[config.mk]
export PLATFORM = sky130hd
export DESIGN_NAME = supply_reset_seq
export DESIGN_NICKNAME = d
export VERILOG_FILES = /design/src/rtl/rstseq_pkg.sv /design/src/rtl/rstseq_sync2.sv /design/src/rtl/rstseq_timer.sv /design/src/rtl/rstseq_stretch.sv /design/src/rtl/supply_reset_seq.sv
export SDC_FILE = /design/constraint.sdc
export NUM_CORES = 1
export LEC_CHECK = 0
export BUFFER_PORTS_ARGS = -buffer_cell sky130_fd_sc_hd__buf_2
export CAP_MARGIN = 0
export CORE_MARGIN = 5
export CORE_UTILIZATION = 40
export CTS_CLUSTER_DIAMETER = 150
export DETAILED_ROUTE_END_ITERATION = 7
export PLACE_DENSITY = 0.66
export SYNTH_ARGS = -nofsm -noshare
export SYNTH_HDL_FRONTEND = slang
export SYNTH_SLANG_ARGS = --single-unit
[constraint.sdc]
create_clock -name clk -period 2.1 [get_ports clk]
set_input_delay 0.525 -clock clk [delete_from_list [all_inputs] [get_ports clk]]
set_output_delay 0.525 -clock clk [all_outputs]
set_load 0.03 [all_outputs]
[src/rtl/rstseq_pkg.sv]
package rstseq_pkg;
  localparam int SRC_W   = 4;
  localparam int B_PIN   = 0;
  localparam int B_POR   = 1;
  localparam int B_WDT   = 2;
  localparam int B_SW    = 3;

  function automatic int timeout_cycles(input int khz, input int ms);
    int c;
    c = khz * ms;
    if (c < 1) c = 1;
    return c;
  endfunction

  function automatic logic [SRC_W-1:0] src_code(input logic pin, input logic wdt,
                                                input logic sw);
    logic [SRC_W-1:0] v;
    v = '0;
    v[B_PIN] = pin;
    v[B_WDT] = wdt;
    v[B_SW]  = sw;
    return v;
  endfunction
endpackage

[src/rtl/rstseq_sync2.sv]
module rstseq_sync2 #(
  parameter int         W       = 1,
  parameter logic [W-1:0] RST_VAL = '0
) (
  input  logic         clk,
  input  logic         arst_n,
  input  logic [W-1:0] d,
  output logic [W-1:0] q
);
  logic [W-1:0] meta;

  always_ff @(posedge clk or negedge arst_n) begin
    if (!arst_n) begin
      meta <= RST_VAL;
      q    <= RST_VAL;
    end else begin
      meta <= d;
      q    <= meta;
    end
  end
endmodule

[src/rtl/rstseq_timer.sv]
module rstseq_timer #(
  parameter int CYC = 16
) (
  input  logic clk,
  input  logic arst_n,
  input  logic en,
  input  logic good,
  output logic done
);
  localparam int CW = $clog2(CYC + 1);
  logic [CW-1:0] cnt;

  always_ff @(posedge clk or negedge arst_n) begin
    if (!arst_n) begin
      cnt  <= '0;
      done <= 1'b0;
    end else if (!en) begin
      cnt  <= '0;
      done <= 1'b1;
    end else if (!good) begin
      cnt  <= '0;
      done <= 1'b0;
    end else if (!done) begin
      if (cnt == CW'(CYC - 1)) done <= 1'b1;
      else                     cnt  <= cnt + 1'b1;
    end
  end
endmodule

[src/rtl/rstseq_stretch.sv]
module rstseq_stretch #(
  parameter int MIN = 4
) (
  input  logic clk,
  input  logic arst_n,
  input  logic req,
  output logic hold
);
  localparam int PW = $clog2(MIN + 1);
  logic [PW-1:0] left;

  always_ff @(posedge clk or negedge arst_n) begin
    if (!arst_n)          left <= '0;
    else if (req)         left <= PW'(MIN - 1);
    else if (left != '0)  left <= left - 1'b1;
  end

  assign hold = req | (left != '0);
endmodule

[src/rtl/supply_reset_seq.sv]
module supply_reset_seq
  import rstseq_pkg::*;
#(
  parameter int CLK_KHZ    = 50000,
  parameter int TIMEOUT_MS = 100,
  parameter int MIN_PULSE  = 16
) (
  input  logic             clk,
  input  logic             arst_n,
  input  logic             mon_en,
  input  logic             supply_ok,
  input  logic             ext_rst_n,
  input  logic             wdt_req,
  input  logic             sw_req,
  input  logic             rd_en,
  output logic [SRC_W-1:0] rd_data,
  output logic             sys_rst_n
);
  localparam int T_CYC = timeout_cycles(CLK_KHZ, TIMEOUT_MS);

  logic [1:0]       sync_q;
  logic             supply_s;
  logic             pin_s;
  logic             tmr_done;
  logic             sup_hold;
  logic             ext_any;
  logic             ext_hold;
  logic [SRC_W-1:0] ext_code;
  logic [SRC_W-1:0] rsrc;

  rstseq_sync2 #(.W(2), .RST_VAL(2'b10)) u_sync (
    .clk(clk), .arst_n(arst_n), .d({ext_rst_n, supply_ok}), .q(sync_q)
  );
  assign supply_s = sync_q[0];
  assign pin_s    = sync_q[1];

  rstseq_timer #(.CYC(T_CYC)) u_tmr (
    .clk(clk), .arst_n(arst_n), .en(mon_en), .good(supply_s), .done(tmr_done)
  );

  assign sup_hold = mon_en & (~supply_s | ~tmr_done);

  assign ext_code = src_code(~pin_s, wdt_req, sw_req);
  assign ext_any  = |ext_code;

  rstseq_stretch #(.MIN(MIN_PULSE)) u_str (
    .clk(clk), .arst_n(arst_n), .req(ext_any), .hold(ext_hold)
  );

  always_ff @(posedge clk or negedge arst_n) begin
    if (!arst_n) begin
      rsrc      <= '0;
      sys_rst_n <= 1'b0;
    end else begin
      sys_rst_n <= ~(sup_hold | ext_hold);
      if (sup_hold)     rsrc <= SRC_W'(1) << B_POR;
      else if (ext_any) rsrc <= ext_code;
    end
  end

  assign rd_data = rd_en ? rsrc : '0;
endmodule

; ---- Word-level counts from Yosys, hierarchy flattened
; Cells that the tools add are included.
[totals]
ff_bits = 38
latch_bits = 0
mem_bits_rw = 0
mem_bits_ro = 0
in_bits = 8
output_inout_bits = 5
wordCells = 38
memories = 0
[op_classes]
add_sub_neg = 2
mul = 0
div = 0
order_cmp = 0
eq_ne = 3
shift = 0
muxes = 13
bitwise = 8
n_reduce_logical = 5
[ops]
columns = cell, count
row1 = $mux 23, 4
row2 = $add 23x1->23 const B, 1
row3 = $eq 23x23->1 const B, 1
row4 = $mux 4, 3
row5 = $mux 5, 2
row6 = $ne 3x3->1 const B, 2
row7 = $reduce_bool 5->1, 1
row8 = $sub 5x1->5 const B, 1
row9 = $mux 1, 4
row10 = $not 1->1, 4
row11 = $reduce_bool 2->1, 2
row12 = $or 1x1->1, 3
row13 = $reduce_or 3->1, 1
row14 = $reduce_and 2->1, 1
row15 = $and 1x1->1, 1

; ---- Depth between registers and ports, before layout
[depth]
word_depth = 5
mapped_depth = 7
ltp_nobuf = 7

; ---- Hierarchy
; From an unflattened synthesis, not the netlist that was laid out.
[hier_totals]
hier_cells = 193
area_unflattened_um2 = 1913.1
[modules_own_cells]
columns = module, instances, cells_per_inst, area_per_inst_um2, seq_area_each_um2
row1 = rstseq_timer, 1, 145, 1323.8, 600.6
row2 = rstseq_stretch, 1, 23, 256.5, 125.1
row3 = supply_reset_seq, 1, 21, 230.2, 125.1
row4 = rstseq_sync2, 1, 4, 102.6, 102.6

; ---- Least setup slack after synthesis
; No wires, ideal clock.
[synth_timing]
path_kind = register to register
from = reg u_tmr.cnt[0]
to = reg u_tmr.cnt[19]
setup_time_ps = 78
t_arrival_ps = 1653
required_time_ps = 2022
path_slack_ps = 369
path_stages_with_launch = 7
period_less_slack_ps = 1731
path_cell_list = dfrtp_1 -> ha_1 -> and4_1 -> nand4_2 -> o21bai_4 -> or4_1 -> a21oi_1
[synth_between]
elab_chain_cells = 5
elab_cells_between_ends = 8
cone_classes = add/sub: 1 / eq/ne: 2 / mux: 4 / reduce/logical: 1
[synth_rtl]
columns = item, line
row1 = "start, declared", rstseq_timer.sv:11  ; logic [CW-1:0] cnt;
row2 = "start signal, assigned", rstseq_timer.sv:25  ; else cnt <= cnt + 1'b1;
row3 = $add 23x1->23, rstseq_timer.sv:25
row4 = $mux 23, rstseq_timer.sv:24  ; if (cnt == CW'(CYC - 1)) done <= 1'b1;
row5 = $mux 23, rstseq_timer.sv:23  ; end else if (!done) begin
row6 = $mux 23, rstseq_timer.sv:20  ; end else if (!good) begin
row7 = $mux 23, rstseq_timer.sv:17  ; end else if (!en) begin
; Several ways; a longest one is shown, not always the timed one. The select of a mux whose other input is x is not followed.
; A chain may end at the register's enable or synchronous reset.

; ---- Final worst setup path
; Same ends and word-level chain as after synthesis.

==> metrics.md <==
| Metric | Value |
|---|---|
| Status | completed |
| Routability cong. | 0.7579 |
| CTS tree | built |
| Post-layout minimum cycle time | 1.847 ns |
| Crit end category | flop |
| Die ar. | 6015 sq um |
| Sequential share of the synthesized area | 0.5223 |
| Post-DRT Antenna Nets | 0 |
| N_diodes | 0 |
| Chip Width | 77.56 um |
| HP Class | input pin to asynchronous set/reset pin |
| Ys Warns | 0 |
| Vias in the first global route | 1,295 |
| Filler cell count | 424 |
| PortBufs | 12 |
| Post-CTS Setup Inserts | 0 |
| Psw | 0.0003249 W |
| CP Launch Type | flop |
| Routed WL | 3373 um |
| Residual DRC | 0 |
| Post-place instance area | 1963 sq um |
| Std-Cell Rows | 24 |
| Period utilization | 0.8796 |
| Synthesized flop and latch total | 38 |
| Worst-Margin Slew | 0.6660 ns |
| Layout area overhead | 15.08% |
| Wire length of the first global-routing pass | 5844 um |
| Root buffer cell | clkbuf_8 |
| Switching part of the total | 0.2068 |
| Reg power frac | 0.482 |
| P_int | 0.001246 W |
| Finished Cell Area | 2101 sq um |
| # H-tree levels | 2 |
| Height of the die | 77.56 um |
| Fin. max-slew vios | 0 |
| Hold-fix buffers at CTS | 0 |
| Post-CTS resize count | 0 |
| CP Class | flop to flop |
| Pre-Repair DR Iteration Count | 4 |
| Ranking of synthesized cells by area | dfrtp_1 49%, xor2_1 7.2%, nor2_1 4.9% |
| Largest net degree at the start of global routing | 39 |
| Post-synth EDFFs | 0 |
| Logic gate share of total power | 0.046 |
| Power share of the clock group | 0.472 |
| Final setup viols | 0 |
| Leak pwr | 0.9073 nW |
| CTS Buf Count | 5 |
| Clock Pin Slew Worst Setup and Hold Paths | 0.08 ns |
| Layout Nets | 212 |
| Clock sinks | 38 |
| RSZ-0062 raised after global routing | no |
| DP HPWL | 2394 um |
| Core ar. | 4384 sq um |
| # Max-Cap Violations | 0 |
| Synthesized cell area | 1826 sq um |
| Critical Path Fanout Max | 7 |
| Num ports | 13 |
| GRT Residual Overflow | 0 |
| Fraction of layout cells with a size suffix above 1 | 0.1576 |
| Cell taking the most area after synthesis | dfrtp_1 |
| Gr usage total | 0.1209 |
| Worst-skew pair later-pin latency | 0.29 ns |
| Post-synth top cells | 36 x dfrtp_1, 24 x nor2_1, 21 x nand2_1 |
| Worst Skew | 0.005084 ns |
| Total negative slack | 0 ns |
| Critical path required time | 2.31 ns |
| Arrival @ worst endpoint | 2.06 ns |
| Count of different cell masters after synthesis | 40 |
| Post-synth top flop | dfrtp_1 |
| Initial Util | 0.4164 |
| Slew margin rel. | 0.5520 |
| Final hold vios | 0 |
| Initial DRC Count | 60 |
| Routed len/inst | 13.23 um |
| Via/cell ratio | 5.078 |
| Most numerous cell in the Yosys netlist | dfrtp_1 |
| Via Count | 1,295 |
| Synth top area share | 0.4935 |
| Antenna violations before repair | 0 |
| PwrDens | 747.7 nW/um^2 |
| Ys async rst share | 1.000 |
| Syn Area/Cell | 9.975 sq um |
| Peak VDD IR | 0.0004088 V |
| Fmax | 0.5413 GHz |
| Syn_nets | 193 |
| CTS max path bufs | 2 |
| Syn Inst Count | 183 |
## final timing paths
check | from | to | slack (ns) | cells after the start
setup / recovery | u_tmr.cnt[0] | u_tmr.cnt[19] | 0.25 | 6
hold / removal | arst_n | u_tmr.cnt[14] | 0.27 | 2
setup reg to reg | u_tmr.cnt[0] | u_tmr.cnt[19] | 0.25 | 6
hold reg to reg | u_sync.meta[0] | u_sync.q[0] | 0.35 | 0
max in group asynchronous | arst_n | u_sync.meta[1] | 1.48 | 2
min in group clk | ext_rst_n | u_sync.meta[1] | 0.33 | 1
## worst max-delay path: stages (launching register included)
cell and delay [ns]:
dfrtp_1 0.41, ha_1 0.24, and4_1 0.23, nand4_2 0.15, o21bai_4 0.11, or4_1 0.47
a21oi_1 0.16
## state kept, by name, summed over array words and instances (netlist names)
register	cells
rsrc	4
sys_rst_n	1
u_str.left	5
u_sync.meta	2
u_sync.q	2
u_tmr.cnt	23
u_tmr.done	1
## metrics by stage
stage          utilization  hold slack, ns  worst slack [ns]  total power (W)  std cells
6_report            0.4792          0.2732            0.2528         0.001571        255
5_1_grt             0.4792          0.3066            0.1623         0.001629        255
4_1_cts             0.4792          0.2824            0.2591         0.001588        255
3_5_place_dp        0.4478          0.3413            0.2763        0.0008454        247
3_3_place_gp        0.4478          0.3345            0.3129        0.0008443        247
2_1_floorplan            -          0.2294            0.3687        0.0008076        183
## cells in the final DEF (no fill, tap or decap), drive strengths merged, types with 4 or more instances in the layout
master	instances
a21oi	4
dfrtp	36
xor2	15
o21ai	6
nand2	21
nor2	24
clkbuf	5
nand4	6
nand3	13
inv	4
nor3	6
buf	16
and2	6
## power groups by stage
stage / Sequential (W) / Clock (W) / Combinational [W]
3_5_place_dp: 0.000771 / 0 / 0.0000744
6_report: 0.000757 / 0.000742 / 0.0000725
3_3_place_gp: 0.000771 / 0 / 0.0000736
5_1_grt: 0.000759 / 0.000788 / 0.0000827
4_1_cts: 0.000757 / 0.000757 / 0.0000746
2_1_floorplan: 0.000765 / 0 / 0.0000424
## area by class of cell
| cell class | instances | area (sq um) | share of cell area |
|---|---|---|---|
| Clock buffer | 5 | 68.82 | 0.03276 |
| Clock inverter | 3 | 68.82 | 0.03276 |
| Inverter | 4 | 15.01 | 0.007147 |
| Multi-Input combinational cell | 137 | 839.6 | 0.3996 |
| Sequential cell | 38 | 953.4 | 0.4538 |
| Timing Repair Buffer | 16 | 90.09 | 0.04288 |
| Tap cell | 52 | 65.06 | 0.03097 |
## cells by family (layout without fill, tap and decap cells)
family,Yosys count,count (layout),synth area share
simple gates,98,98,0.2879
fa+ha+maj,2,2,0.01371
xor+xnor,18,18,0.08637
compound gates,18,18,0.06581
mux,1,1,0.006168
flops,38,38,0.5223
buf+inv,8,28,0.01782
## routing by layer
metal,track usage,vias up,part of all wire
li1,-,672,-
met1,0.1606,611,0.52
met2,0.1751,10,0.45
met3,0.03588,2,0.019
met4,0.06873,0,0.014
met5,0,-,0
Note: power is estimated with default switching activity, not from simulation.
